### config.mk
export PLATFORM = sky130hd
export DESIGN_NAME = tap_ctrl
export DESIGN_NICKNAME = d
export VERILOG_FILES = /design/src/rtl/scan_tap_pkg.sv /design/src/rtl/tap_fsm.sv /design/src/rtl/tap_ir.sv /design/src/rtl/tap_dr.sv /design/src/rtl/tap_ctrl.sv
export SDC_FILE = /design/constraint.sdc
export NUM_CORES = 1
export LEC_CHECK = 0
export BUFFER_PORTS_ARGS = -buffer_cell sky130_fd_sc_hd__buf_2
export CAP_MARGIN = 20
export CORE_MARGIN = 1.5
export CORE_UTILIZATION = 30
export DETAILED_ROUTE_END_ITERATION = 10
export GPL_TIMING_DRIVEN = 0
export PLACE_DENSITY = 0.5
export SETUP_SLACK_MARGIN = 0.02
export SLEW_MARGIN = 20
export SYNTH_ARGS = -nofsm -noshare
export SYNTH_HDL_FRONTEND = slang
export SYNTH_SLANG_ARGS = --single-unit
### constraint.sdc
create_clock -name tck -period 4.7 [get_ports tck]
set_clock_uncertainty 0.15 [all_clocks]
set_input_delay 0.235 -clock tck [delete_from_list [all_inputs] [get_ports tck]]
set_output_delay 0.235 -clock tck [all_outputs]
set_load 0.1 [all_outputs]
### src/rtl/scan_tap_pkg.sv
package scan_tap_pkg;

  typedef enum logic [3:0] {
    ST_TLR    = 4'h0,
    ST_RTI    = 4'h1,
    ST_SEL_DR = 4'h2,
    ST_CAP_DR = 4'h3,
    ST_SH_DR  = 4'h4,
    ST_EX1_DR = 4'h5,
    ST_PA_DR  = 4'h6,
    ST_EX2_DR = 4'h7,
    ST_UP_DR  = 4'h8,
    ST_SEL_IR = 4'h9,
    ST_CAP_IR = 4'hA,
    ST_SH_IR  = 4'hB,
    ST_EX1_IR = 4'hC,
    ST_PA_IR  = 4'hD,
    ST_EX2_IR = 4'hE,
    ST_UP_IR  = 4'hF
  } tap_state_t;

  typedef enum logic [1:0] {
    PATH_BYP   = 2'd0,
    PATH_ID    = 2'd1,
    PATH_CHAIN = 2'd2
  } dr_path_t;

  // Next controller state for the TMS value sampled on a rising edge
  function automatic tap_state_t tap_next(input tap_state_t s, input logic m);
    case (s)
      ST_TLR:    tap_next = m ? ST_TLR    : ST_RTI;
      ST_RTI:    tap_next = m ? ST_SEL_DR : ST_RTI;
      ST_SEL_DR: tap_next = m ? ST_SEL_IR : ST_CAP_DR;
      ST_CAP_DR: tap_next = m ? ST_EX1_DR : ST_SH_DR;
      ST_SH_DR:  tap_next = m ? ST_EX1_DR : ST_SH_DR;
      ST_EX1_DR: tap_next = m ? ST_UP_DR  : ST_PA_DR;
      ST_PA_DR:  tap_next = m ? ST_EX2_DR : ST_PA_DR;
      ST_EX2_DR: tap_next = m ? ST_UP_DR  : ST_SH_DR;
      ST_UP_DR:  tap_next = m ? ST_SEL_DR : ST_RTI;
      ST_SEL_IR: tap_next = m ? ST_TLR    : ST_CAP_IR;
      ST_CAP_IR: tap_next = m ? ST_EX1_IR : ST_SH_IR;
      ST_SH_IR:  tap_next = m ? ST_EX1_IR : ST_SH_IR;
      ST_EX1_IR: tap_next = m ? ST_UP_IR  : ST_PA_IR;
      ST_PA_IR:  tap_next = m ? ST_EX2_IR : ST_PA_IR;
      ST_EX2_IR: tap_next = m ? ST_UP_IR  : ST_SH_IR;
      ST_UP_IR:  tap_next = m ? ST_SEL_DR : ST_RTI;
      default:   tap_next = ST_TLR;
    endcase
  endfunction

  function automatic logic is_shift(input tap_state_t s);
    is_shift = (s == ST_SH_IR) || (s == ST_SH_DR);
  endfunction

endpackage

### src/rtl/tap_fsm.sv
module tap_fsm
  import scan_tap_pkg::*;
(
  input  logic       tck,
  input  logic       tms,
  output tap_state_t state,
  output logic       alive
);

  // Encoding puts reset at zero so that a zero power-up value is test-logic-reset
  always_ff @(posedge tck) begin
    state <= tap_next(state, tms);
    alive <= 1'b1;
  end

  // Checker: run length of consecutive TMS-high clocks, saturating at 5
  logic [2:0] high_run;
  always_ff @(posedge tck) begin
    if (!tms)                 high_run <= 3'd0;
    else if (high_run != 3'd5) high_run <= high_run + 3'd1;
  end

  assert_five_high_R1: assert property (@(posedge tck) disable iff (!alive)
    (high_run >= 3'd4 && tms) |=> state == ST_TLR);

  assert_tlr_hold_R1: assert property (@(posedge tck) disable iff (!alive)
    (state == ST_TLR && tms) |=> state == ST_TLR);

  assert_enter_shift_ir_R2: assert property (@(posedge tck) disable iff (!alive)
    (state == ST_CAP_IR && !tms) |=> state == ST_SH_IR);

  assert_leave_shift_dr_R2: assert property (@(posedge tck) disable iff (!alive)
    (state == ST_SH_DR && tms) |=> state == ST_EX1_DR);

endmodule

### src/rtl/tap_ir.sv
module tap_ir
  import scan_tap_pkg::*;
#(
  parameter int             IR_W        = 10,
  parameter logic [IR_W-1:0] OP_EXTEST   = 10'h00F,
  parameter logic [IR_W-1:0] OP_SAMPLE   = 10'h005,
  parameter logic [IR_W-1:0] OP_IDCODE   = 10'h006,
  parameter logic [IR_W-1:0] OP_USERCODE = 10'h007,
  parameter logic [IR_W-1:0] OP_CLAMP    = 10'h00A,
  parameter logic [IR_W-1:0] OP_HIGHZ    = 10'h00B
) (
  input  logic       tck,
  input  logic       tdi,
  input  tap_state_t state,
  input  logic       alive,
  output logic       ir_so,
  output dr_path_t   path,
  output logic       use_user,
  output logic       chain_mode,
  output logic       chain_hiz
);

  // Alternating capture pattern, bit 0 set
  function automatic logic [IR_W-1:0] alt_pattern();
    logic [IR_W-1:0] r;
    for (int i = 0; i < IR_W; i++) r[i] = ((i % 2) == 0);
    return r;
  endfunction

  localparam logic [IR_W-1:0] CAP_PAT = alt_pattern();

  logic [IR_W-1:0] ir_sr;
  logic [IR_W-1:0] ir_q;

  always_ff @(posedge tck) begin
    if (state == ST_CAP_IR)     ir_sr <= CAP_PAT;
    else if (state == ST_SH_IR) ir_sr <= {tdi, ir_sr[IR_W-1:1]};
  end

  // Held instruction moves on the falling edge only
  always_ff @(negedge tck) begin
    if (state == ST_TLR)       ir_q <= OP_IDCODE;
    else if (state == ST_UP_IR) ir_q <= ir_sr;
  end

  assign ir_so = ir_sr[0];

  // Anything unlisted (including all ones) falls to bypass
  always_comb begin
    path       = PATH_BYP;
    use_user   = 1'b0;
    chain_mode = 1'b0;
    chain_hiz  = 1'b0;
    if (ir_q == OP_IDCODE) begin
      path = PATH_ID;
    end else if (ir_q == OP_USERCODE) begin
      path     = PATH_ID;
      use_user = 1'b1;
    end else if (ir_q == OP_EXTEST) begin
      path       = PATH_CHAIN;
      chain_mode = 1'b1;
    end else if (ir_q == OP_SAMPLE) begin
      path = PATH_CHAIN;
    end else if (ir_q == OP_CLAMP) begin
      chain_mode = 1'b1;
    end else if (ir_q == OP_HIGHZ) begin
      chain_hiz = 1'b1;
    end
  end

  assert_capture_pattern_R4: assert property (@(posedge tck) disable iff (!alive)
    (state == ST_CAP_IR) |=> ir_sr == CAP_PAT);

  assert_ir_stable_R5: assert property (@(posedge tck) disable iff (!alive)
    (state != ST_UP_IR && state != ST_TLR) |-> $stable(ir_q));

endmodule

### src/rtl/tap_dr.sv
module tap_dr
  import scan_tap_pkg::*;
#(
  parameter int             ID_W   = 32,
  parameter logic [ID_W-1:0] DEV_ID = 32'h1A5C_E0B3
) (
  input  logic            tck,
  input  logic            tdi,
  input  tap_state_t      state,
  input  logic            alive,
  input  dr_path_t        path,
  input  logic            use_user,
  input  logic [ID_W-1:0] user_code,
  output logic            byp_so,
  output logic            id_so
);

  logic            byp_q;
  logic [ID_W-1:0] id_sr;

  always_ff @(posedge tck) begin
    if (state == ST_CAP_DR)                          byp_q <= 1'b0;
    else if (state == ST_SH_DR && path == PATH_BYP) byp_q <= tdi;
  end

  always_ff @(posedge tck) begin
    if (path == PATH_ID) begin
      if (state == ST_CAP_DR)     id_sr <= use_user ? user_code : DEV_ID;
      else if (state == ST_SH_DR) id_sr <= {tdi, id_sr[ID_W-1:1]};
    end
  end

  assign byp_so = byp_q;
  assign id_so  = id_sr[0];

  assert_bypass_follow_R6: assert property (@(posedge tck) disable iff (!alive)
    (state == ST_SH_DR && path == PATH_BYP) |=> byp_q == $past(tdi));

  assert_devid_capture_R7: assert property (@(posedge tck) disable iff (!alive)
    (state == ST_CAP_DR && path == PATH_ID && !use_user) |=> id_sr == DEV_ID);

endmodule

### src/rtl/tap_ctrl.sv
module tap_ctrl
  import scan_tap_pkg::*;
#(
  parameter int             IR_W        = 10,
  parameter int             ID_W        = 32,
  parameter logic [ID_W-1:0] DEV_ID      = 32'h1A5C_E0B3,
  parameter logic [IR_W-1:0] OP_EXTEST   = 10'h00F,
  parameter logic [IR_W-1:0] OP_SAMPLE   = 10'h005,
  parameter logic [IR_W-1:0] OP_IDCODE   = 10'h006,
  parameter logic [IR_W-1:0] OP_USERCODE = 10'h007,
  parameter logic [IR_W-1:0] OP_CLAMP    = 10'h00A,
  parameter logic [IR_W-1:0] OP_HIGHZ    = 10'h00B
) (
  input  logic            tck,
  input  logic            tms,
  input  logic            tdi,
  output logic            tdo,
  output logic            tdo_en,
  input  logic [ID_W-1:0] user_code,
  input  logic            chain_so,
  output logic            chain_capture,
  output logic            chain_shift,
  output logic            chain_update,
  output logic            chain_mode,
  output logic            chain_hiz
);

  tap_state_t state;
  logic       alive;
  logic       ir_so, byp_so, id_so, use_user;
  dr_path_t   path;
  logic       dr_bit;

  tap_fsm u_fsm (.tck(tck), .tms(tms), .state(state), .alive(alive));

  tap_ir #(
    .IR_W(IR_W), .OP_EXTEST(OP_EXTEST), .OP_SAMPLE(OP_SAMPLE),
    .OP_IDCODE(OP_IDCODE), .OP_USERCODE(OP_USERCODE),
    .OP_CLAMP(OP_CLAMP), .OP_HIGHZ(OP_HIGHZ)
  ) u_ir (
    .tck(tck), .tdi(tdi), .state(state), .alive(alive), .ir_so(ir_so),
    .path(path), .use_user(use_user), .chain_mode(chain_mode),
    .chain_hiz(chain_hiz)
  );

  tap_dr #(.ID_W(ID_W), .DEV_ID(DEV_ID)) u_dr (
    .tck(tck), .tdi(tdi), .state(state), .alive(alive), .path(path),
    .use_user(use_user), .user_code(user_code), .byp_so(byp_so),
    .id_so(id_so)
  );

  always_comb begin
    case (path)
      PATH_ID:    dr_bit = id_so;
      PATH_CHAIN: dr_bit = chain_so;
      default:    dr_bit = byp_so;
    endcase
  end

  // Serial output and its enable move on the falling edge only
  always_ff @(negedge tck) begin
    tdo_en <= is_shift(state);
    if (state == ST_SH_IR)      tdo <= ir_so;
    else if (state == ST_SH_DR) tdo <= dr_bit;
    else                        tdo <= 1'b0;
  end

  assign chain_capture = (state == ST_CAP_DR) && (path == PATH_CHAIN);
  assign chain_shift   = (state == ST_SH_DR)  && (path == PATH_CHAIN);
  assign chain_update  = (state == ST_UP_DR)  && (path == PATH_CHAIN);

  assert_tdo_en_R3: assert property (@(posedge tck) disable iff (!alive)
    tdo_en == is_shift(state));

  assert_strobe_onehot_R9: assert property (@(posedge tck) disable iff (!alive)
    $onehot0({chain_capture, chain_shift, chain_update}));

  assert_hiz_no_strobe_R11: assert property (@(posedge tck) disable iff (!alive)
    chain_hiz |-> !(chain_capture || chain_shift || chain_update));

  assert_normal_in_reset_R12: assert property (@(posedge tck) disable iff (!alive)
    (state == ST_TLR && $past(state) == ST_TLR) |-> (!chain_mode && !chain_hiz));

endmodule

# Word level (Yosys, flattened, before mapping)
# Cells that the tools add are included.
totals:
  input_bits: 36
  regBits: 59
  out_inout_bits: 7
  wordCells: 78
classes:
  n_eq_ne: 23
  reduce_logical: 12
  n_mux: 36
op_table:
  columns: ["cell", "n"]
  rows:
  - ["2-to-1 mux 32 bit", 3]
  - ["one-hot mux 4 bit (12 select lines)", 1]
  - ["equality test 4 bit, second input constant", 8]
  - ["equality test 10 x 3 -> 1 bit, second input constant", 3]
  - ["equality test 10 x 4 -> 1 bit, second input constant", 3]
  - ["2-to-1 mux 1 bit", 18]
  - ["equality test 4 x 3 -> 1 bit, second input constant", 4]
  - ["2-to-1 mux 4 bit", 4]
  - ["2-to-1 mux 2 bit", 7]
  - ["equality test 4 x 2 -> 1 bit, second input constant", 2]
  - ["2-to-1 mux 3 bit", 2]
  - ["equality test 4 x 1 -> 1 bit, second input constant", 1]
  - ["logical AND 1 bit", 4]
  - ["logical NOT 4 bit", 1]
  - ["OR reduction 2 bit", 2]
  - ["OR reduction 3 bit", 1]
  - ["equality test 2 x 1 -> 1 bit, second input constant", 1]
  - ["equality test 2 bit, second input constant", 1]
  - ["logical NOT 2 bit", 1]
  - ["one-hot mux 1 bit (2 select lines)", 1]
  - ["AND reduction 2 bit", 1]
  - ["nonzero test 2 bit", 1]
  - ["logical OR 1 bit", 1]

# Longest topological paths before layout
# Gate-level depths: netlist of run 1.
logic_depth:
  ltp_word: 9
  depth_mapped: 7
  mapped_depth_nobuf: 4

# Hierarchy
# A second synthesis of run 1 with hierarchy kept.
hier_totals:
  cells_unflattened: 309
  area_unflattened_um2: 2869.0
modules_own_cells:
  columns: ["mod", "seq_area_each_um2", "n_inst", "cells_each", "area_per_inst_um2"]
  rows:
  - ["tap_dr", 980.9, 1, 149, 1551.5]
  - ["tap_ir", 400.4, 1, 103, 844.6]
  - ["tap_fsm", 80.1, 1, 39, 305.3]
  - ["tap_ctrl", 40.0, 1, 18, 167.7]

==> results.sh, run 1 <==
export IMPL_status="finished clean"
export IMPL_num_fill_cells=825
export IMPL_yosys_cell_types_count=40
export IMPL_netlist_area_um2=2540
export IMPL_viasPerCell=4.85
export IMPL_nNetsFinal=329
export IMPL_drc_errors=0
export IMPL_hp_class="primary input to flip-flop"
export IMPL_final_cell_mix="buf_2 (43), nand2_1 (32), edfxtp_1 (32)"
export IMPL_leakage_uw=0.00128
export IMPL_pin_count=43
export IMPL_drtIter0Drc=62
export IMPL_num_vias=1953
export IMPL_place_hpwl_mm=4.00
export IMPL_ctsHtreeMaxLevel=3
export IMPL_synth_seq_cells=59
export IMPL_final_layout_size_suffix_gt1_share_pct=30.2
export IMPL_end_kind="flip-flop"
export IMPL_grt_max_degree=32
export IMPL_slew_headroom_pct=45.1
export IMPL_place_congestion=0.860
export IMPL_syn_area_per_cell_um2=11.4
export IMPL_whs_ps=24.7
export IMPL_ir_worst_vdd_mv=0.335
export IMPL_synth_nets=259
export IMPL_die_h_um=94.9
export IMPL_drt_first_pass_iters=4
export IMPL_clockBufferDepth=2
export IMPL_n_antenna_cell=0
export IMPL_synth_top_area_cell="edfxtp_1"
export IMPL_syn_inst=223
export IMPL_crit_path_start_kind="flip-flop"
export IMPL_cts_root_buf="clkbuf_8"
export IMPL_portBuffers=42
export IMPL_cp_required_ps=4640
export IMPL_wire_per_inst_um=14.5
export IMPL_cts_sinks=59
export IMPL_drt_total_wl_mm=5.85
export IMPL_grt_total_usage_pct=13.7
export IMPL_synth_top_area_share_pct=37.9
export IMPL_synthFlopType="edfxtp_1"
export IMPL_numCtsBuffers=9
export IMPL_overflow=0
export IMPL_slew_viol_final=0
export IMPL_cp_max_fo=10
export IMPL_postSynth_asyncResetShare_pct=0
export IMPL_worst_pin_slew_ps=817
export IMPL_grt_pass1_vias=1839
export IMPL_cts_tree="built"
export IMPL_row_count=33
export IMPL_grt_pass1_wl_mm=9.16
export IMPL_fp_dieW_um=94.9
export IMPL_rsz0062_at_grt="yes"
export IMPL_fin_util_pct=39.4
export IMPL_die_area_um2=9010
export IMPL_worst_setup_path_type="flip-flop to flip-flop"
export IMPL_antenna_found_initial=0
export IMPL_clk_pin_slew_ps=70
export IMPL_arrival_ps=4520
export IMPL_final_hold_viol_count=0
export IMPL_max_cap_violations=0
export IMPL_power_density_nw_per_um2=707
export IMPL_mostFrequentLayoutCell="buf_2"
export IMPL_yosysSeqAreaShare_pct=59.2
export IMPL_synth_edf_count=32
export IMPL_start_util_pct=30.9
export IMPL_synthToLayoutAreaGrowth_pct=27.5
export IMPL_ys_warn_count=0
export IMPL_clock_latency_ps=380
export IMPL_final_antenna_net_count=0
export IMPL_core_um2=8220
export IMPL_setup_viol=0
export IMPL_synthTopCellsByArea="edfxtp_1 (38%), dfxtp_1 (21%), a22o_1 (7.3%)"
-- state kept, by name, indices dropped and copies added, names as in the netlist --
name	count
tdo_en	1
u_ir.ir_q	10
u_ir.ir_sr	10
u_dr.id_sr	32
tdo	1
u_dr.byp_so	1
u_fsm.state	4
-- synth_stat cells, drive strengths merged, types with 3 or more instances --
master,count
a22o,21
edfxtp,32
dfxtp,27
nor4,3
nor2,8
nor3,5
o22a,20
o21ai,8
or3,3
nand2,32
nand2b,4
a21oi,13
or2,3
nand3b,4
nand3,6
clkbuf,5
inv,4
buf,9
-- per-stage QoR --
stage	area (µm²)	setup slack (ps)	total power [µW]	std cells	TNS, ps
4_1_cts	3210	-31.6	2260	400	-31.6
5_1_grt	3230	-12.0	2450	403	-12.0
3_5_place_dp	2950	63.5	1790	371	0
6_report	3230	114	2290	403	0
3_3_place_gp	2930	-377	1760	370	-12030
2_1_floorplan	2590	-133	1580	223	-133
-- final cells by class --
class / instances / area [µm²] / area share, %
clock buffer: 13 / 159 / 4.91
clock inverter: 15 / 61.3 / 1.90
inverter: 3 / 11.3 / 0.348
tap: 105 / 131 / 4.06
buffer: 14 / 78.8 / 2.44
timing repair buffer: 48 / 290 / 8.97
multi-input combinational: 146 / 998 / 30.9
sequential: 59 / 1500 / 46.5
-- routing by layer --
metal	wire [µm]	global-route usage [%]
met1	2800	18.1
met2	2670	20.0
met3	328	6.04
met4	43	4.60
met5	0	0
-- logic make-up after synthesis --
family,synth area share [%]
flops,59.2
simple gates,14.7
mux,0.395
compound gates,21.3
buf+inv,3.70
xor+xnor,0.691
-- where the power goes --
| part | internal (µW) | switching [µW] |
|---|---|---|
| registers | 834 | 113 |
| logic | 379 | 505 |
| clock network | 233 | 221 |
| total | 1450 | 840 |
-- worst paths after layout --
| check | start | end | slack, ps | cells after the start |
|---|---|---|---|---|
| worst min-delay path | user_code[15] | u_dr.id_sr[15]$_DFFE_PP_ | 20 | 2 |
| worst max-delay path | u_ir.ir_q[7]$_SDFFE_NN0P_ | u_dr.id_sr[25]$_DFFE_PP_ | 110 | 7 |
| worst max register to register | u_ir.ir_q[7]$_SDFFE_NN0P_ | u_dr.id_sr[25]$_DFFE_PP_ | 110 | 7 |
| worst min register to register | u_ir.ir_q[9]$_SDFFE_NN0P_ | u_ir.ir_q[9]$_SDFFE_NN0P_ | 310 | 2 |
-- worst max-delay path, stage by stage (launching register included) --
cell and delay (ps):
dfxtp_2 320, nor4_4 310, buf_4 170, nand3_2 140
or3_1 400, buf_6 150, buf_8 130, o22a_1 190
-- timing repair --
action                                 in CTS  in global routing
gates cloned                                0                  0
setup endpoints to repair                   3                  3
pin swaps                                   1                  4
endpoints found under the hold margin       1                  0
hold buffers                                1                  0
resized for setup                           7                  2
buffers inserted                            1                  3
Note: power is estimated with default switching activity, not from simulation.
==> run 2: changes to the inputs <==
--- a/config.mk
+++ b/config.mk
@@ -5,7 +5,7 @@
 export SDC_FILE = /design/constraint.sdc
 export NUM_CORES = 1
 export LEC_CHECK = 0
-export BUFFER_PORTS_ARGS = -buffer_cell sky130_fd_sc_hd__buf_2
+export BUFFER_PORTS_ARGS = -buffer_cell sky130_fd_sc_hd__clkbuf_2
 export CAP_MARGIN = 20
 export CORE_MARGIN = 1.5
 export CORE_UTILIZATION = 30
==> run 2 against run 1 <==
- total power is 1.8% higher
- critical path type is now flip-flop to output port
- critical endpoint is now chain_update
- highest routed layer unchanged
- count of clock-buffer cells in the layout is 1 lower
- final cell count is 0.50% lower
- combinational power hardly changed
- worst setup slack worse by 35 ps
- sequential cell count stayed put
- register-to-register slack better by 50 ps
- largest cell class unchanged
- non-clock buffer count is 2 lower
- sequential power hardly changed
==> results.sh, run 2 (synthesis gave the netlist of run 1 again) <==
export IMPL_cp_required_ps=4320
export IMPL_cp_max_fo=3
export IMPL_mostFrequentLayoutCell="clkbuf_2"
export IMPL_die_h_um=94.9
export IMPL_power_density_nw_per_um2=717
export IMPL_largest_reg_flops=32
export IMPL_grt_pass1_wl_mm=9.65
export IMPL_final_hold_viol_count=0
export IMPL_viasPerCell=4.87
export IMPL_multi_input_area_um2=998
export IMPL_end_kind="output port"
export IMPL_final_seq_area_um2=1500
export IMPL_nNetsFinal=327
export IMPL_grt_max_degree=30
export IMPL_leakage_uw=0.00128
export IMPL_arrival_ps=4240
export IMPL_cpMostUsedCell="nor4_4"
export IMPL_gr_max_usage_layer="met2"
export IMPL_met1_usage_pct=18.4
export IMPL_largest_registers="u_dr.id_sr x32, u_ir.ir_q x10, u_ir.ir_sr x10"
export IMPL_row_count=33
export IMPL_top_register="u_dr.id_sr"
export IMPL_slew_headroom_pct=45.3
export IMPL_drtIter0Drc=68
export IMPL_numCtsBuffers=9
export IMPL_antenna_found_initial=0
export IMPL_use_met3_pct=4.67
export IMPL_ctsHtreeMaxLevel=3
export IMPL_cts_tree="built"
export IMPL_slew_viol_final=0
export IMPL_clock_latency_ps=380
export IMPL_core_um2=8220
export IMPL_n_antenna_cell=0
export IMPL_fp_dieW_um=94.9
export IMPL_place_hpwl_mm=4.03
export IMPL_critical_path_max_stage_delay_ps=370
export IMPL_drt_total_wl_mm=5.88
export IMPL_start_util_pct=30.9
export IMPL_r2r_cells=6
export IMPL_grt_pass1_vias=1929
export IMPL_worst_setup_path_type="flip-flop to output port"
export IMPL_drt_first_pass_iters=4
export IMPL_grt_total_usage_pct=14.4
export IMPL_rrSetupSlack_ps=160
export IMPL_overflow=0
export IMPL_worst_pin_slew_ps=815
export IMPL_met2_usage_pct=21.6
export IMPL_die_area_um2=9010
export IMPL_final_layout_size_suffix_gt1_share_pct=29.4
export IMPL_pin_count=43
export IMPL_crit_path_start_kind="flip-flop"
export IMPL_hp_class="primary input to flip-flop"
export IMPL_clockBufferDepth=2
export IMPL_setup_viol=0
export IMPL_wire_per_inst_um=14.7
export IMPL_num_fill_cells=866
export IMPL_critPathSlowestCell="nor4_4"
export IMPL_ir_worst_vdd_mv=0.492
export IMPL_post_place_ws_ps=81.6
export IMPL_rsz0062_at_grt="yes"
export IMPL_final_antenna_net_count=0
export IMPL_max_cap_violations=0
export IMPL_path_cells="nor4_4, nand3_2, or2_4, nor4_4, buf_8"
export IMPL_setup_slack_ps=79.3
export IMPL_num_vias=1954
export IMPL_drc_errors=0
export IMPL_portBuffers=42
export IMPL_hold_depth=2
export IMPL_final_cell_mix="clkbuf_2 (37), nand2_1 (32), edfxtp_1 (32)"
export IMPL_cts_sinks=59
export IMPL_finalSetupTns_ps=0
export IMPL_place_congestion=0.852
export IMPL_status="finished clean"
export IMPL_cts_root_buf="clkbuf_8"
export IMPL_synthToLayoutAreaGrowth_pct=27.9
export IMPL_clk_pin_slew_ps=70
## run 2: cell types whose count changed in the layout (fill, tap and decap cells not counted)
cell / before / now
buf_2: 43 / 6
buf_4: 7 / 3
buf_6: 3 / 1
buf_8: 1 / 3
bufinv_16: 0 / 1
clkbuf_2: 0 / 37
clkbuf_4: 0 / 2
clkinv_1: 0 / 2
clkinv_2: 2 / 0
dlygate4sd3_1: 1 / 0
## run 2: timing repair
item                                   in CTS  in global routing
buffers inserted                            2                  1
resized for setup                           9                  3
pin swaps                                   4                  3
setup endpoints to repair                   5                 12
hold buffers                                0                  0
cloned                                      0                  0
endpoints found under the hold margin       0                  0
## run 2: power by group
group | internal, µW | switching, µW | leakage (µW)
registers | 835 | 115 | 0.000517
clock network | 270 | 224 | 0.000160
logic | 377 | 507 | 0.000603
## run 2: routing by layer
metal / wire, µm / share of wire (%)
met5: 0 / 0
met2: 2570 / 44
met3: 341 / 5.8
met1: 2850 / 48
met4: 111 / 1.9
## run 2: path summary, 6_finish.rpt
path	from	to
max	u_ir.ir_q[4]$_SDFFE_NN0P_	chain_update
min	tms	u_fsm.state[2]$_DFF_P_
max reg2reg	u_ir.ir_q[4]$_SDFFE_NN0P_	u_dr.id_sr[25]$_DFFE_PP_
min reg2reg	u_ir.ir_q[8]$_SDFFE_NN0P_	u_ir.ir_q[8]$_SDFFE_NN0P_
## run 2: worst max-delay path, delay by kind of cell, from the launching register on
kind,cells,cell delay [ps]
simple gates,4,950
flops,1,320
buf+inv,1,240
## run 2: final cells by class
| type | count | area share [%] |
|---|---|---|
| well taps | 105 | 4.05 |
| plain buffers | 14 | 2.43 |
| clock inverters | 16 | 2.74 |
| inverters | 3 | 0.347 |
| repair buffers | 46 | 8.83 |
| flip-flops and latches | 59 | 46.4 |
| multi-input cells | 146 | 30.8 |
| clock buffers | 12 | 4.47 |
## run 2: metrics by stage
step                hold WS, ps  instance area [µm²]  power (µW)  util [%]  cells
global route               11.1                 3240        2490      39.5    401
CTS                       0.381                 3230        2330      39.3    400
floorplan                   191                 2590        1580         -    223
global placement            297                 2930        1760      35.6    370
detailed placement          304                 2950        1790      35.9    371
finish                     15.6                 3240        2330      39.5    401
